===== src/rtl/mbox_pkg.sv =====
package mbox_pkg;

    // Mailbox register map; the order of accesses is fixed by the handshake.
    localparam logic [7:0] MB_DATA_BASE = 8'h84;
    localparam logic [7:0] MB_LAUNCH    = 8'h90;
    localparam logic [7:0] MB_ACK       = 8'h8A;
    localparam logic [7:0] MB_BUSY      = 8'h8B;
    localparam int         ACK_BIT      = 7;
    localparam int         BUSY_BIT     = 0;
    localparam logic [7:0] LAUNCH_VAL   = 8'h01;
    localparam logic [7:0] ACK_CLR_VAL  = 8'h80;

    typedef enum logic [2:0] {
        SQ_IDLE,
        SQ_DATA,
        SQ_TRIG,
        SQ_ACK,
        SQ_POLL,
        SQ_CLEAR
    } seq_state_e;

    typedef enum logic [1:0] {
        BP_IDLE,
        BP_ISSUE,
        BP_CAPT
    } port_state_e;

endpackage


===== src/rtl/mbox_bus_port.sv =====
module mbox_bus_port
    import mbox_pkg::*;
#(
    parameter int ADDR_W = 8,
    parameter int DATA_W = 8
) (
    input  logic              clk,
    input  logic              rst_n,
    input  logic              req,
    input  logic              req_we,
    input  logic [ADDR_W-1:0] req_addr,
    input  logic [DATA_W-1:0] req_wdata,
    output logic              acc_done,
    output logic [DATA_W-1:0] rd_data,
    output logic [ADDR_W-1:0] bus_addr,
    output logic              bus_write,
    output logic              bus_read,
    output logic [DATA_W-1:0] bus_wdata,
    input  logic [DATA_W-1:0] bus_rdata,
    input  logic              bus_waitreq
);

    typedef struct packed {
        port_state_e       st;
        logic              we;
        logic [ADDR_W-1:0] addr;
        logic [DATA_W-1:0] wdata;
        logic [DATA_W-1:0] rdata;
        logic              done;
    } port_t;

    port_t p_d, p_q;

    always_comb begin
        p_d      = p_q;
        p_d.done = 1'b0;
        case (p_q.st)
            BP_IDLE: begin
                if (req) begin
                    p_d.st    = BP_ISSUE;
                    p_d.we    = req_we;
                    p_d.addr  = req_addr;
                    p_d.wdata = req_wdata;
                end
            end
            BP_ISSUE: begin
                if (!bus_waitreq) begin
                    if (p_q.we) begin
                        p_d.st   = BP_IDLE;
                        p_d.done = 1'b1;
                    end else begin
                        p_d.st = BP_CAPT;
                    end
                end
            end
            BP_CAPT: begin
                // read data is valid the cycle after acceptance
                p_d.rdata = bus_rdata;
                p_d.done  = 1'b1;
                p_d.st    = BP_IDLE;
            end
            default: p_d.st = BP_IDLE;
        endcase
    end

    always_ff @(posedge clk) begin
        if (!rst_n) begin
            p_q <= '{st: BP_IDLE, we: 1'b0, addr: '0, wdata: '0, rdata: '0, done: 1'b0};
        end else begin
            p_q <= p_d;
        end
    end

    assign bus_addr  = p_q.addr;
    assign bus_wdata = p_q.wdata;
    assign bus_write = (p_q.st == BP_ISSUE) &&  p_q.we;
    assign bus_read  = (p_q.st == BP_ISSUE) && !p_q.we;
    assign acc_done  = p_q.done;
    assign rd_data   = p_q.rdata;

endmodule


===== src/rtl/mbox_poll_timer.sv =====
module mbox_poll_timer #(
    parameter int POLL_W = 16
) (
    input  logic              clk,
    input  logic              rst_n,
    input  logic              clr,
    input  logic              inc,
    input  logic [POLL_W-1:0] limit,
    output logic              at_limit
);

    localparam int EXT_W = POLL_W + 1;

    logic [POLL_W-1:0] cnt_d, cnt_q;
    logic [EXT_W-1:0]  cnt_next;

    assign cnt_next = {1'b0, cnt_q} + EXT_W'(1);

    always_comb begin
        cnt_d = cnt_q;
        if (clr) begin
            cnt_d = '0;
        end else if (inc) begin
            cnt_d = cnt_next[POLL_W-1:0];
        end
    end

    always_ff @(posedge clk) begin
        if (!rst_n) begin
            cnt_q <= '0;
        end else begin
            cnt_q <= cnt_d;
        end
    end

    // true when one more busy read would reach the programmed limit
    assign at_limit = (limit != '0) && (cnt_next == {1'b0, limit});

endmodule


===== src/rtl/mbox_cmd_seq.sv =====
module mbox_cmd_seq
    import mbox_pkg::*;
#(
    parameter int CMD_W  = 32,
    parameter int DATA_W = 8,
    parameter int ADDR_W = 8,
    parameter int POLL_W = 16
) (
    input  logic              clk,
    input  logic              rst_n,
    input  logic              start,
    input  logic [CMD_W-1:0]  cmd_word,
    input  logic [POLL_W-1:0] poll_limit,
    output logic              done,
    output logic              err,
    output logic [ADDR_W-1:0] bus_addr,
    output logic              bus_write,
    output logic              bus_read,
    output logic [DATA_W-1:0] bus_wdata,
    input  logic [DATA_W-1:0] bus_rdata,
    input  logic              bus_waitreq
);

    localparam int NBYTES = CMD_W / DATA_W;
    localparam int IDX_W  = (NBYTES > 1) ? $clog2(NBYTES) : 1;
    localparam logic [IDX_W-1:0] LAST_IDX = IDX_W'(NBYTES - 1);

    typedef struct packed {
        seq_state_e        state;
        logic [IDX_W-1:0]  idx;
        logic              issued;
        logic [CMD_W-1:0]  cmd;
        logic              done;
        logic              err;
    } seq_t;

    seq_t s_d, s_q;

    logic              req;
    logic              req_we;
    logic [ADDR_W-1:0] req_addr;
    logic [DATA_W-1:0] req_wdata;
    logic              acc_done;
    logic [DATA_W-1:0] rd_data;
    logic              tmr_clr;
    logic              tmr_inc;
    logic              tmr_last;
    logic [CMD_W-1:0]  cmd_shifted;

    assign cmd_shifted = s_q.cmd >> (DATA_W * int'(s_q.idx));

    // request decode: one access per state, issued once
    always_comb begin
        req       = (s_q.state != SQ_IDLE) && !s_q.issued;
        req_we    = 1'b1;
        req_addr  = '0;
        req_wdata = '0;
        case (s_q.state)
            SQ_DATA: begin
                req_addr  = ADDR_W'(MB_DATA_BASE) + ADDR_W'(s_q.idx);
                req_wdata = cmd_shifted[DATA_W-1:0];
            end
            SQ_TRIG: begin
                req_addr  = ADDR_W'(MB_LAUNCH);
                req_wdata = DATA_W'(LAUNCH_VAL);
            end
            SQ_ACK: begin
                req_we   = 1'b0;
                req_addr = ADDR_W'(MB_ACK);
            end
            SQ_POLL: begin
                req_we   = 1'b0;
                req_addr = ADDR_W'(MB_BUSY);
            end
            SQ_CLEAR: begin
                req_addr  = ADDR_W'(MB_ACK);
                req_wdata = DATA_W'(ACK_CLR_VAL);
            end
            default: ;
        endcase
    end

    // sequencing
    always_comb begin
        s_d      = s_q;
        s_d.done = 1'b0;
        s_d.err  = 1'b0;
        tmr_clr  = 1'b0;
        tmr_inc  = 1'b0;
        if (req) begin
            s_d.issued = 1'b1;
        end
        case (s_q.state)
            SQ_IDLE: begin
                if (start) begin
                    s_d.state  = SQ_DATA;
                    s_d.cmd    = cmd_word;
                    s_d.idx    = '0;
                    s_d.issued = 1'b0;
                    tmr_clr    = 1'b1;
                end
            end
            SQ_DATA: begin
                if (acc_done) begin
                    s_d.issued = 1'b0;
                    if (s_q.idx == LAST_IDX) begin
                        s_d.state = SQ_TRIG;
                    end else begin
                        s_d.idx = s_q.idx + IDX_W'(1);
                    end
                end
            end
            SQ_TRIG: begin
                if (acc_done) begin
                    s_d.issued = 1'b0;
                    s_d.state  = SQ_ACK;
                end
            end
            SQ_ACK: begin
                if (acc_done) begin
                    s_d.issued = 1'b0;
                    if (rd_data[ACK_BIT]) begin
                        s_d.state = SQ_POLL;
                    end else begin
                        s_d.state = SQ_IDLE;
                        s_d.done  = 1'b1;
                        s_d.err   = 1'b1;
                    end
                end
            end
            SQ_POLL: begin
                if (acc_done) begin
                    s_d.issued = 1'b0;
                    if (!rd_data[BUSY_BIT]) begin
                        s_d.state = SQ_CLEAR;
                    end else if (tmr_last) begin
                        s_d.state = SQ_IDLE;
                        s_d.done  = 1'b1;
                        s_d.err   = 1'b1;
                    end else begin
                        tmr_inc = 1'b1;
                    end
                end
            end
            SQ_CLEAR: begin
                if (acc_done) begin
                    s_d.issued = 1'b0;
                    s_d.state  = SQ_IDLE;
                    s_d.done   = 1'b1;
                end
            end
            default: s_d.state = SQ_IDLE;
        endcase
    end

    always_ff @(posedge clk) begin
        if (!rst_n) begin
            s_q <= '{state: SQ_IDLE, idx: '0, issued: 1'b0, cmd: '0, done: 1'b0, err: 1'b0};
        end else begin
            s_q <= s_d;
        end
    end

    mbox_bus_port #(
        .ADDR_W(ADDR_W),
        .DATA_W(DATA_W)
    ) u_port (
        .clk        (clk),
        .rst_n      (rst_n),
        .req        (req),
        .req_we     (req_we),
        .req_addr   (req_addr),
        .req_wdata  (req_wdata),
        .acc_done   (acc_done),
        .rd_data    (rd_data),
        .bus_addr   (bus_addr),
        .bus_write  (bus_write),
        .bus_read   (bus_read),
        .bus_wdata  (bus_wdata),
        .bus_rdata  (bus_rdata),
        .bus_waitreq(bus_waitreq)
    );

    mbox_poll_timer #(
        .POLL_W(POLL_W)
    ) u_timer (
        .clk     (clk),
        .rst_n   (rst_n),
        .clr     (tmr_clr),
        .inc     (tmr_inc),
        .limit   (poll_limit),
        .at_limit(tmr_last)
    );

    assign done = s_q.done;
    assign err  = s_q.err;

endmodule


===== config.mk =====
export PLATFORM = sky130hd
export DESIGN_NAME = mbox_cmd_seq
export DESIGN_NICKNAME = d
export VERILOG_FILES = /design/src/rtl/mbox_pkg.sv /design/src/rtl/mbox_bus_port.sv /design/src/rtl/mbox_poll_timer.sv /design/src/rtl/mbox_cmd_seq.sv
export SDC_FILE = /design/constraint.sdc
export NUM_CORES = 1
export LEC_CHECK = 0
export ABC_AREA = 1
export ABC_CLOCK_PERIOD_IN_PS = 6800
export BUFFER_PORTS_ARGS = -buffer_cell sky130_fd_sc_hd__buf_2
export CAP_MARGIN = 10
export CORE_UTILIZATION = 55
export DETAILED_ROUTE_END_ITERATION = 8
export PLACE_DENSITY = 0.81
export SLEW_MARGIN = 5
export SYNTH_ARGS = -nofsm -noshare
export SYNTH_HDL_FRONTEND = slang
export SYNTH_HIERARCHICAL = 1
export SYNTH_SLANG_ARGS = --single-unit

===== constraint.sdc =====
create_clock -name clk -period 6.8 [get_ports clk]
set_input_delay 0.68 -clock clk [delete_from_list [all_inputs] [get_ports clk]]
set_output_delay 0.68 -clock clk [all_outputs]
set_load 0.02 [all_outputs]

==> results_dict.tcl, run 1 <==
set metrics [dict create \
    status "finished clean" \
    finalMaxSlewViolations 0 \
    setup_tns_ns 0 \
    die-area_mm2 0.00854 \
    hpwl_um 7660 \
    regArea_mm2 0.00156 \
    p_leak_nw 2.27 \
    cts_resized 0 \
    cts.path.max_buffers 2 \
    ff2ff_path_depth 8 \
    p_sw_uw 831 \
    area_delta_synth_final_pct 9.32 \
    fin_crit_ns 3.42 \
    grt_pass1_vias 3961 \
    hold_buffers 0 \
    gr-total-overflow 0 \
    start_util 0.576 \
    n_antenna_cell 0 \
    rr_endpoint "u_timer/cnt_q[8]" \
    holdCritPathClass "flop to flop" \
    cp_data_arrival_time_ns 3.73 \
    setup_viol 0 \
    max_freq_mhz 292 \
    place_inst 832 \
    drtPass1Iterations 5 \
    drv_cap 0 \
    ant_nets 0 \
    fin_cells 848 \
    cp_max_fo 48 \
    syn_avg_cell_area_um2 6.45 \
    final_nets 807 \
    viasPerCell 5.28 \
    hold_end "s_q[9]" \
    fill_cells 756 \
    root_buffer "clkbuf_8" \
    cts_setup_buffers 0 \
    cpMostUsedCell "inv_1" \
    grt_pass1_wl_um 17500 \
    tightest_slew_ns 0.936 \
    p_comb_frac 0.434 \
    gr-usage-all-layers 0.257 \
    cts_max_level 3 \
    yosysWarnings 6 \
    tritoncts "done" \
    grt_max_degree 49 \
    cell_internal_pwr_mw 1.04 \
    dp_slack_ns 3.42 \
    cp-start-kind "flop" \
    relSlewSlack 0.374 \
    synthesis.area_mm2 0.00450 \
    totalWireLength_um 10500 \
    rsz0062_at_grt "no" \
    wire_per_inst_um 12.4 \
    routabilityCongestion 0.877 \
    core_area_mm2 0.00781 \
    ir_drop_mv 0.192 \
    clk_latency_ns 0.36 \
    powerDensity_mw_per_mm2 381 \
    clkPwrFrac 0.210 \
    io_buffers 73 \
    syn_inst 697 \
    hold_path_depth 2 \
    ios 80 \
    skew_ns 0.00815 \
    worstPathRequired_ns 7.11 \
    num_vias 4474 \
    cts_inserted_buffers 9 \
    rr_startpoint "s_q[39]" \
    pwr-share-seq 0.355 \
    final.period_utilization 0.503 \
    hp-start "s_q[9]" \
    swShare 0.443 \
    die_h_um 92.4 \
    dr.first_iter.drc_count 236 \
    antenna_found_initial 0 \
    cts.reportedPaths.clkPinSlew_ns 0.09 \
    cp_slowest_cell "nor2_1" \
    hold_viol 0 \
    die_w_um 92.4 \
    r2r_slack_ns 3.38 \
    rows 32 \
    setup_slack_ns 3.38 \
    cts.sinks 78 \
    drc 0 \
    crit_chain "inv_2, nand3_2, clkinv_2, nor2_1, inv_1, a21oi_1, o21ai_0, inv_1" \
    drive_above_1_share 0.160 \
    multiInputGateArea_mm2 0.00225 \
    crit_path_end_kind "flop" \
    crit_path_max_incr_delay_ns 0.84 \
    worstSetupPathType "flop to flop" \
]
[metal layers]
layer  share of wire  global-route usage  vias up
li1                -                   -     2295
met1            0.48               0.336     2034
met2            0.46               0.419      131
met3           0.048              0.0411       14
met4           0.016               0.105        0
met5               0                   0        -
[how the worst max path moves through the flow]
stage,to,slack (ns),startpoint,cells after the start
3_5_place_dp,u_timer/cnt_q[7],3.42,start,8
4_1_cts,u_timer/cnt_q[7],3.43,s_q[39],8
5_1_grt,u_timer/cnt_q[10],3.10,s_q[39],8
3_3_place_gp,u_timer/cnt_q[5],3.57,start,8
6_report,u_timer/cnt_q[8],3.38,s_q[39],8
2_1_floorplan,u_timer/cnt_q[10],4.57,u_timer/cnt_q[0],19
[state kept, by name (all words and copies together), names as in the netlist]
name	flops
done	1
err	1
s_q	38
u_port/acc_done	1
u_port/bus_addr	8
u_port/bus_wdata	8
u_port/p_q	3
u_port/rd_data	2
u_timer/cnt_q	16
[cell type report]
| class | instances | area share |
|---|---|---|
| inverters | 100 | 0.0781 |
| well taps | 102 | 0.0260 |
| flip-flops and latches | 78 | 0.318 |
| clock inverters | 6 | 0.0191 |
| clock buffers | 10 | 0.0260 |
| repair buffers | 74 | 0.0758 |
| multi-input cells | 478 | 0.457 |
[placed cells by master (no fill, tap or decap)]
cell and n:
a21oi_1 67, a31oi_1 2, and2_0 1, buf_2 73
buf_4 1, bufinv_16 2, clkbuf_1 1, clkbuf_8 9
clkinv_1 2, clkinv_2 1, clkinv_4 2, clkinvlp_4 1
conb_1 2, dfxtp_1 78, ha_1 6, inv_1 90
inv_2 6, inv_6 1, inv_8 1, nand2_1 155
nand2_2 5, nand2_4 2, nand3_1 50, nand3_2 4
nand4_1 10, nor2_1 89, nor2_2 4, nor2_4 7
o211ai_1 6, o21ai_0 35, o21ai_1 33
[through the flow]
stage	utilization	hold WS (ns)	total power, mW	area (um2)
floorplan	-	0.425	1.42	4500
global placement	0.601	0.438	1.45	4690
detailed placement	0.601	0.449	1.48	4690
CTS	0.630	0.460	1.87	4920
global route	0.630	0.486	2.03	4920
finish	0.630	0.461	1.87	4920
[power groups by stage]
stage                     Combinational, mW  Clock (mW)  Sequential, mW
after floorplan                       0.795           0           0.624
after global placement                0.783           0           0.669
after detailed placement              0.808           0           0.674
after CTS                             0.811       0.398           0.664
after global routing                  0.934       0.421           0.680
final                                 0.814       0.394           0.666
[worst max-delay path, delay by kind of cell (launching register included)]
family	cells	cell delay (ns)
AND/OR/NAND/NOR	2	1.52
buffers and inverters	4	0.98
AO/OA/AOI/OAI	2	0.32
flip-flops	1	0.53
(Power assumes the default switching activity.)
==> run 2, diff against run 1 <==
Settings changed: ABC_CLOCK_PERIOD_IN_PS 6800 to 3100, CORE_UTILIZATION 55 to 51, PLACE_DENSITY 0.81 to 0.79.
Clock period 6.8 ns to 3.1 ns, I/O delays scaled along.
==> results_dict.tcl, run 2 (synthesis results as in run 1) <==
set metrics [dict create \
    status "finished clean" \
    grt_max_degree 48 \
    antenna_found_initial 0 \
    fill_cells 827 \
    setup_tns_ns 0 \
    cts.reportedPaths.clkPinSlew_ns 0.09 \
    hold_buffers 0 \
    grt_pass1_vias 3865 \
    worstPathRequired_ns 3.38 \
    ant_nets 0 \
    cp_top_family "simple AND/OR/NAND/NOR gates" \
    hpwl_um 7740 \
    layout_common_cells "nand2_1, inv_1, nor2_1" \
    routabilityCongestion 0.891 \
    clk_latency_ns 0.35 \
    viasPerCell 5.17 \
    p_leak_nw 2.28 \
    die-area_mm2 0.00920 \
    ir_drop_mv 0.354 \
    setup_viol 0 \
    critical_path_buf_inv_count 2 \
    start_util 0.536 \
    skew_ns 0.00936 \
    max_freq_mhz 368 \
    totalWireLength_um 10200 \
    crit_chain "ha_1, nand3_1, nor2_1, nand2_1, nand3_1, nand3_1, nor2_1, nand3_1, nor2_1, inv_1, nand4_1, nor2_1, inv_1, o21ai_0, a21oi_1" \
    largest_reg_flops 38 \
    setup_slack_ns 0.386 \
    relSlewSlack 0.597 \
    wire_per_inst_um 11.9 \
    powerDensity_mw_per_mm2 807 \
    crit_path_max_incr_delay_ns 0.39 \
    p_sw_mw 1.76 \
    cp_data_arrival_time_ns 2.99 \
    dr.first_iter.drc_count 169 \
    dp_slack_ns 0.434 \
    drv_cap 0 \
    holdCritPathClass "primary input to flop" \
    cts_setup_buffers 0 \
    tritoncts "done" \
    grt_pass1_wl_um 16700 \
    cp_slowest_cell "dfxtp_1" \
    final_nets 811 \
    fin_util 0.587 \
    root_buffer "clkbuf_8" \
    drtPass1Iterations 5 \
    drc 0 \
    largest_register "s_q" \
    io_buffers 73 \
    cts.sinks 78 \
    final_common_cell "nand2_1" \
    final.period_utilization 0.876 \
    cts_resized 0 \
    die_h_um 95.9 \
    crit_path_end_kind "flop" \
    core_area_mm2 0.00838 \
    r2r_slack_ns 0.39 \
    fin_crit_ns 2.71 \
    num_vias 4413 \
    p_comb_frac 0.448 \
    gr-usage-all-layers 0.231 \
    area_delta_synth_final_pct 9.32 \
    cp-start-kind "flop" \
    reg_top3 "s_q (38), u_timer/cnt_q (16)" \
    cp_max_fo 12 \
    hold_viol 0 \
    pwr-share-seq 0.368 \
    clkPwrFrac 0.185 \
    cts.path.max_buffers 2 \
    ios 80 \
    worstSetupPathType "flop to flop" \
    swShare 0.445 \
    drive_above_1_share 0.164 \
    cts_inserted_buffers 9 \
    gr-total-overflow 0 \
    n_antenna_cell 0 \
    finalMaxSlewViolations 0 \
    rsz0062_at_grt "no" \
    tightest_slew_ns 0.604 \
    rows 33 \
    cell_internal_pwr_mw 2.20 \
    die_w_um 95.9 \
    cts_max_level 3 \
]
==> run 2: path summary, 6_finish.rpt <==
kind / from / endpoint / cells past startpoint
max: u_timer/cnt_q[0] / u_timer/cnt_q[0] / 15
max reg2reg: u_timer/cnt_q[0] / u_timer/cnt_q[0] / 15
min reg2reg: s_q[10] / s_q[10] / 2
min: cmd_word[4] / s_q[6] / 3
==> run 2: power groups by stage <==
stage	Sequential (mW)	Clock, mW	Combinational, mW
final	1.46	0.733	1.78
after detailed placement	1.48	0	1.77
after global placement	1.47	0	1.72
after floorplan	1.37	0	1.74
after CTS	1.46	0.751	1.77
after global routing	1.49	0.792	2.02
==> run 2: per-stage QoR <==
step	hold WS (ns)	cell area, um2	total power [mW]	cells
global route	0.201	4920	4.30	854
CTS	0.194	4920	3.98	854
detailed placement	0.441	4730	3.25	839
global placement	0.439	4730	3.19	839
floorplan	0.425	4500	3.11	698
finish	0.201	4920	3.97	854
==> run 2: per-layer routing <==
layer  share of wire  global-route usage
met4           0.012              0.0746
met1            0.48               0.303
met2            0.46               0.383
met5               0                   0
met3           0.055              0.0411
==> run 2: area by class of cell <==
cell class / count / area (um2) / share of cell area
multi-input combinational: 478 / 2250 / 0.457
sequential: 78 / 1560 / 0.318
clock inverter: 6 / 63.8 / 0.0130
clock buffer: 9 / 124 / 0.0252
inverter: 100 / 384 / 0.0781
tap: 105 / 131 / 0.0267
timing repair buffer: 78 / 403 / 0.0820
==> run 2: worst reg2reg max path: stages, from the launching register on <==
cell and delay [ns]:
dfxtp_1 0.39, ha_1 0.22, nand3_1 0.13, nor2_1 0.33, nand2_1 0.13, nand3_1 0.10, nand3_1 0.07, nor2_1 0.13
nand3_1 0.11, nor2_1 0.16, inv_1 0.08, nand4_1 0.12, nor2_1 0.09, inv_1 0.28, o21ai_0 0.15, a21oi_1 0.15
